==> config.mk <==
export PLATFORM = sky130hd
export DESIGN_NAME = flash_byte_prog
export DESIGN_NICKNAME = d
export VERILOG_FILES = /design/src/rtl/flash_byte_prog.sv
export SDC_FILE = /design/constraint.sdc
export NUM_CORES = 1
export LEC_CHECK = 0
export ABC_AREA = 1
export BUFFER_PORTS_ARGS = -buffer_cell sky130_fd_sc_hd__buf_2
export CORE_MARGIN = 2
export CORE_UTILIZATION = 61
export CTS_BUF_LIST = sky130_fd_sc_hd__clkbuf_2
export DETAILED_ROUTE_END_ITERATION = 8
export PLACE_DENSITY_LB_ADDON = 0.25
export SLEW_MARGIN = 20
export SYNTH_ARGS = -nofsm -noshare
export SYNTH_HDL_FRONTEND = slang
export SYNTH_SLANG_ARGS = --single-unit
==> constraint.sdc <==
create_clock -name clk -period 4.28 [get_ports clk]
set_input_delay 0.214 -clock clk [delete_from_list [all_inputs] [get_ports clk]]
set_output_delay 0.214 -clock clk [all_outputs]
set_load 0.1 [all_outputs]
==> src/rtl/flash_byte_prog.sv <==
module flash_byte_prog #(
  parameter int FA_W = 22,
  parameter int BLK_LOG2 = 16,
  parameter int unsigned SETTLE_CYC = 3125,
  parameter int unsigned BYTE_TMO_CYC = 125_000_000,
  parameter int unsigned BLOCK_TMO_CYC = 32'd3_750_000_000,
  parameter int unsigned RETRY_WAIT_CYC = 1_250_000,
  parameter int unsigned VERIFY_WAIT_CYC = 1_250_000
) (
  input  logic                clk,
  input  logic                rst_n,
  input  logic                start,
  input  logic [FA_W-1:0]     start_addr,
  input  logic [BLK_LOG2:0]   byte_cnt,
  output logic                busy,
  output logic                done,
  output logic [BLK_LOG2:0]   res_cnt,
  output logic                res_err,
  output logic                src_req,
  output logic [BLK_LOG2-1:0] src_idx,
  input  logic                src_vld,
  input  logic [7:0]          src_data,
  output logic                fl_req,
  output logic                fl_we,
  output logic [FA_W-1:0]     fl_addr,
  output logic [7:0]          fl_wdata,
  input  logic                fl_ack,
  input  logic [7:0]          fl_rdata,
  output logic [1:0]          lane_sel,
  output logic                wgate
);

  localparam int CNT_W = BLK_LOG2 + 1;
  localparam int unsigned M1 = (SETTLE_CYC > BYTE_TMO_CYC) ? SETTLE_CYC : BYTE_TMO_CYC;
  localparam int unsigned M2 = (RETRY_WAIT_CYC > VERIFY_WAIT_CYC) ? RETRY_WAIT_CYC : VERIFY_WAIT_CYC;
  localparam int unsigned MW = (M1 > M2) ? M1 : M2;
  localparam int CW = $clog2(MW + 2);
  localparam int DW = $clog2(BLOCK_TMO_CYC + 2);
  localparam logic [CNT_W-1:0] BLK_BYTES = {1'b1, {BLK_LOG2{1'b0}}};
  localparam logic [FA_W-1:0] STAT_ADDR = FA_W'(32'h8000);
  localparam logic [FA_W-1:0] SCMD_ADDR = FA_W'(32'h10000);

  typedef enum logic [4:0] {
    S_IDLE, S_FETCH, S_DUMMY, S_GATE, S_SETTLE, S_CMD, S_DATA, S_STATCMD,
    S_POLL, S_CLRTO, S_RDMODE, S_CLRER, S_RWAIT, S_VWAIT, S_VFETCH, S_VREAD, S_DONE
  } st_t;

  st_t state, ret;
  logic [FA_W-1:0]     a0;
  logic [CNT_W-1:0]    n;
  logic [BLK_LOG2-1:0] idx;
  logic [7:0]          dbyte;
  logic                perr;
  logic [CW-1:0]       wcnt;
  logic [DW-1:0]       dl;
  logic [CNT_W-1:0]    res_cnt_q;
  logic                res_err_q;

  wire [CNT_W-1:0] room   = BLK_BYTES - {1'b0, start_addr[BLK_LOG2-1:0]};
  wire [CNT_W-1:0] clip   = (byte_cnt > room) ? room : byte_cnt;
  wire [FA_W-1:0]  tgt    = a0 + FA_W'(idx);
  wire [FA_W-1:0]  tgt_al = {tgt[FA_W-1:2], 2'b00};
  wire             last   = ({1'b0, idx} + 1'b1) == n;
  wire             dl_out = dl == DW'(BLOCK_TMO_CYC);

  assign busy     = state != S_IDLE;
  assign done     = state == S_DONE;
  assign res_cnt  = res_cnt_q;
  assign res_err  = res_err_q;
  assign wgate    = state == S_GATE;
  assign src_req  = (state == S_FETCH) || (state == S_VFETCH);
  assign src_idx  = idx;
  assign fl_req   = state inside {S_DUMMY, S_CMD, S_DATA, S_STATCMD, S_POLL,
                                  S_CLRTO, S_RDMODE, S_CLRER, S_VREAD};
  assign fl_we    = state inside {S_CMD, S_DATA, S_STATCMD, S_CLRTO, S_RDMODE, S_CLRER};

  always_comb begin
    fl_addr  = STAT_ADDR;
    fl_wdata = 8'h00;
    case (state)
      S_CMD:     begin fl_addr = tgt_al;    fl_wdata = 8'h40; end
      S_DATA:    begin fl_addr = tgt_al;    fl_wdata = dbyte; end
      S_STATCMD: begin fl_addr = SCMD_ADDR; fl_wdata = 8'h70; end
      S_CLRTO,
      S_CLRER:   fl_wdata = 8'h50;
      S_RDMODE:  fl_wdata = 8'hFF;
      S_VREAD:   fl_addr = tgt;
      default:   ;
    endcase
  end

  always_ff @(posedge clk) begin
    if (!rst_n) begin
      state <= S_IDLE; ret <= S_IDLE; a0 <= '0; n <= '0; idx <= '0;
      dbyte <= '0; lane_sel <= '0; perr <= 1'b0; wcnt <= '0; dl <= '0;
      res_cnt_q <= '0; res_err_q <= 1'b0;
    end else begin
      if (busy && !dl_out) dl <= dl + 1'b1;
      case (state)
        S_IDLE: if (start) begin
          a0 <= start_addr; n <= clip; idx <= '0; dl <= '0;
          res_cnt_q <= '0; res_err_q <= 1'b0;
          state <= (clip == '0) ? S_DONE : S_FETCH;
        end
        S_FETCH: if (src_vld) begin dbyte <= src_data; state <= S_DUMMY; end
        S_DUMMY: if (fl_ack) begin
          lane_sel <= tgt[1:0]; ret <= S_CMD; state <= S_GATE;
        end
        S_GATE: begin wcnt <= '0; state <= S_SETTLE; end
        S_SETTLE:
          if (wcnt == CW'(SETTLE_CYC - 1)) state <= ret;
          else wcnt <= wcnt + 1'b1;
        S_CMD:  if (fl_ack) state <= S_DATA;
        S_DATA: if (fl_ack) state <= S_STATCMD;
        S_STATCMD: if (fl_ack) begin wcnt <= '0; state <= S_POLL; end
        S_POLL: begin
          if (wcnt != '1) wcnt <= wcnt + 1'b1;
          if (fl_ack) begin
            perr <= fl_rdata[4];
            if (fl_rdata[7]) begin ret <= S_RDMODE; state <= S_GATE; end
            else if (wcnt >= CW'(BYTE_TMO_CYC)) begin ret <= S_CLRTO; state <= S_GATE; end
          end
        end
        S_CLRTO: if (fl_ack) state <= S_DUMMY;
        S_RDMODE: if (fl_ack) begin
          if (perr) begin ret <= S_CLRER; state <= S_GATE; end
          else if (last) begin idx <= '0; wcnt <= '0; state <= S_VWAIT; end
          else begin idx <= idx + 1'b1; state <= S_FETCH; end
        end
        S_CLRER: if (fl_ack) begin
          if (dl_out) begin res_err_q <= 1'b1; res_cnt_q <= '0; state <= S_DONE; end
          else begin wcnt <= '0; state <= S_RWAIT; end
        end
        S_RWAIT:
          if (wcnt == CW'(RETRY_WAIT_CYC - 1)) state <= S_DUMMY;
          else wcnt <= wcnt + 1'b1;
        S_VWAIT:
          if (wcnt == CW'(VERIFY_WAIT_CYC - 1)) state <= S_VFETCH;
          else wcnt <= wcnt + 1'b1;
        S_VFETCH: if (src_vld) begin dbyte <= src_data; state <= S_VREAD; end
        S_VREAD: if (fl_ack) begin
          if (fl_rdata != dbyte) begin res_cnt_q <= '0; state <= S_DONE; end
          else if (last) begin res_cnt_q <= n; state <= S_DONE; end
          else begin idx <= idx + 1'b1; state <= S_VFETCH; end
        end
        S_DONE: state <= S_IDLE;
        default: state <= S_IDLE;
      endcase
    end
  end

  assert_bus_hold_R10: assert property (@(posedge clk) disable iff (!rst_n)
    fl_req && !fl_ack |=> fl_req && $stable(fl_addr) && $stable(fl_we) && $stable(fl_wdata));

  assert_src_hold_R10: assert property (@(posedge clk) disable iff (!rst_n)
    src_req && !src_vld |=> src_req && $stable(src_idx));

  assert_write_align_R2: assert property (@(posedge clk) disable iff (!rst_n)
    fl_req && fl_we |-> fl_addr[1:0] == 2'b00);

  assert_gate_quiet_R8: assert property (@(posedge clk) disable iff (!rst_n)
    wgate |-> !fl_req && !src_req);

  assert_done_pulse_R11: assert property (@(posedge clk) disable iff (!rst_n)
    done |=> !done && !busy);

  assert_err_zero_R6: assert property (@(posedge clk) disable iff (!rst_n)
    done && res_err |-> res_cnt == '0);

  assert_cnt_bound_R1: assert property (@(posedge clk) disable iff (!rst_n)
    done |-> res_cnt <= n);

endmodule

==> results.toml <==
[clock_network]
cts_tree = "built"
worstSkewPairLatency_ns = 0.81
clkTransAtPathRegs_ns = 0.30
cts_root_buf = "clkbuf_2"
htree_levels = 4
cts_setup_buffers = 0
numCtsBuffers = 17
cts_buffer_depth = 2
cts.sinks = 152

[power]
p_leak_nw = 5.333
ir_drop_v = 0.0003681
power_mw = 4.776
power.density_nw_per_um2 = 394.1

[logic_synthesis]
ys.flop_type = "dfxtp_1"
ys_types = 50
ys_ff_latch = 152
yosys_warnings = 0
synth_area_per_cell_um2 = 6.379
yosysTopAreaCellShare_pct = 29.34
synthesis.nets = 1726
yosysSeqAreaShare_pct = 29.34
synthTopCellsByArea = "dfxtp_1, nand2_1, inv_1"
async_flop_share_pct = 0
synth_top_cell_by_area = "dfxtp_1"
synthCells = 1626
syn-cell-area_um2 = 10370
synth-edff-count = 0

[sta]
max_freq_ghz = 0.2523
fin_worst_skew_ns = 0.05612
rsz0062_at_grt = "false"
worst_pin_slew_ns = 0.6338
slew-limit-headroom_pct = 57.42
finalCritPeriodShare_pct = 92.59
finalHoldViolCount = 0
slew_viol_final = 0
hold_slack_ns = 0.1063
final-setup-viol-count = 0
min_period_ns = 3.963

[place]
gp_congestion = 0.9965
place_hpwl_um = 24190
placement.io_buffers = 131
dp_cells = 1945

[final_layout]
final_cells = 2041
layout.nets = 1907
drive_above_1_share_pct = 12.03
layout_common_cells = "nand2_1, inv_1, nor2_1, dfxtp_1, buf_2"
fin_util_pct = 73.07
fill_cells = 1390
final_common_cell = "nand2_1"
area_growth_pct = 16.83

[global_routing]
antenna_found_initial = 1
grt_max_degree = 46
grt_pass1_vias = 10850
grt_pass1_wl_um = 52850
grt_overflow = 0
grt_use_total_pct = 36.57

[detailed_routing]
drcViolationCount = 0
wire_per_inst_um = 16.22
wirelength_um = 33110
drtIter0Drc = 976
met3_length_um = 2158
wl_met1_um = 13080
final_antenna_net_count = 0
met2WireLength_um = 15780
first_pass_iters = 9
viasPerCell = 5.760
maxUsedRoutingLayer = "met4"
vias = 11760

[floorplanning]
ios = 132
fp.dieW_um = 134.4
die_area_um2 = 18060
start_util_pct = 62.55
rows = 47
core_region_area_um2 = 16580
die_h_um = 134.4

[run_status]
outcome = "finished, final reports clean"

[worst_setup_path]
crit_arrival_ns = 3.75
r2r-start = "src_idx[1]"
crit_fanout = 7
cp.required_ns = 4.07
rr_worst_depth = 17
critPathKind = "flop to output pin"
critPathCaptureType = "output pin"
rrSetupSlack_ns = 0.99
cp-start-kind = "flop"
timing.rr.end = "src_idx[9]"

[hold_path]
hold_path_class = "primary input to flop"
whs_path_depth = 6
min-delay-start = "src_vld"
min_to = "state[2]"

[job]
cap_violations = 0
## flip-flops by register name, indices dropped and copies added, names as in the netlist
| name | count |
|---|---|
| wcnt | 27 |
| ret | 4 |
| src_idx | 16 |
| res_cnt | 17 |
| a0 | 22 |
| n | 17 |
| lane_sel | 2 |
| state | 5 |
| dl | 32 |
| perr | 1 |
| dbyte | 8 |
| res_err | 1 |
## what timing repair did
item                                    4_1_cts  5_1_grt
hold buffers                                 62        0
gates resized for setup                       2        5
endpoints found under the setup margin        2        5
endpoints found under the hold margin        67        0
## cells in the mapped netlist, types with 3 or more instances
| library cell | instances |
|---|---|
| xor2_1 | 53 |
| nand3b_1 | 4 |
| nor3_1 | 53 |
| inv_1 | 213 |
| buf_2 | 5 |
| xnor2_1 | 9 |
| clkbuf_1 | 31 |
| o21bai_1 | 6 |
| buf_6 | 5 |
| a211oi_1 | 25 |
| nor2_4 | 7 |
| or2_2 | 5 |
| nand2_2 | 5 |
| nor2_1 | 185 |
| ha_1 | 39 |
| nand3_1 | 102 |
| nor3b_1 | 8 |
| o22ai_1 | 40 |
| nor4_1 | 17 |
| inv_2 | 3 |
| nand2_1 | 404 |
| nand4_1 | 41 |
| o21ai_1 | 8 |
| o21ai_0 | 55 |
| buf_4 | 3 |
| dfxtp_1 | 152 |
| a21oi_1 | 113 |
| a21oi_2 | 6 |
## where the power goes
part / switching (mW) / total (mW) / internal [mW]
clock: 0.659 / 0.863 / 0.203
combinational: 1.42 / 2.03 / 0.607
sequential: 0.251 / 1.89 / 1.64
total: 2.33 / 4.78 / 2.45
## cell type report
class | instances | area [um^2] | share of cell area [%]
Clock inverter | 15 | 175.2 | 1.446
Multi-Input combinational cell | 1211 | 6306 | 52.04
Tap cell | 220 | 275.3 | 2.272
Timing Repair Buffer | 207 | 1409 | 11.63
Inverter | 218 | 820.8 | 6.773
Antenna cell | 1 | 2.502 | 0.02065
Clock buffer | 17 | 85.08 | 0.7021
Sequential cell | 152 | 3044 | 25.12
## metrics by stage
| step | area [um^2] | setup TNS [ns] | setup slack [ns] |
|---|---|---|---|
| after detailed placement | 11190 | 0 | 0.5045 |
| after global routing | 12120 | 0 | 0.08192 |
| after CTS | 12080 | 0 | 0.003460 |
| after floorplan | 10380 | -0.005095 | -0.005095 |
| final | 12120 | 0 | 0.3172 |
| after global placement | 11190 | 0 | 0.5914 |
## layer usage
layer  vias up  global-route usage, %
met4         0                  22.69
met2       545                  63.29
met1      5343                  42.54
li1       5722                      -
met5         -                      0
met3       147                  5.253
## how the worst max path moves through the flow
stage | to | slack [ns] | cells after the start | startpoint
6_report | fl_addr[20] | 0.32 | 14 | src_idx[0]
5_1_grt | fl_addr[20] | 0.08 | 14 | src_idx[0]
4_1_cts | fl_addr[18] | 0.003 | 14 | src_idx[0]
3_5_place_dp | state[0] | 0.50 | 24 | start_addr[0]
3_3_place_gp | state[0] | 0.59 | 26 | start_addr[0]
2_1_floorplan | fl_addr[16] | -0.005 | 12 | src_idx[0]
## cells by family (layout without fill, tap and decap cells)
| group | after synthesis | count (layout) | synth area share, % |
|---|---|---|---|
| other | 0 | 1 | 0 |
| buffers and inverters | 263 | 457 | 10.07 |
| XOR/XNOR | 62 | 62 | 5.235 |
| AND/OR/NAND/NOR | 844 | 844 | 35.92 |
| AO/OA/AOI/OAI | 265 | 265 | 14.54 |
| adder cells (fa/ha/maj) | 40 | 40 | 4.897 |
| flip-flops | 152 | 152 | 29.34 |
## critical path, stage by stage (launching register included)
cell	delay, ns
dfxtp_2	0.45
ha_1	0.24
fa_1	0.41
nand3_1	0.09
nand3_1	0.10
nand2_1	0.10
o21ai_1	0.09
a21boi_1	0.26
o21ai_1	0.17
a21oi_2	0.20
o21ai_1	0.16
nand2_1	0.12
o21ai_0	0.10
a21oi_2	0.15
buf_4	0.30
(Power assumes the default switching activity.)
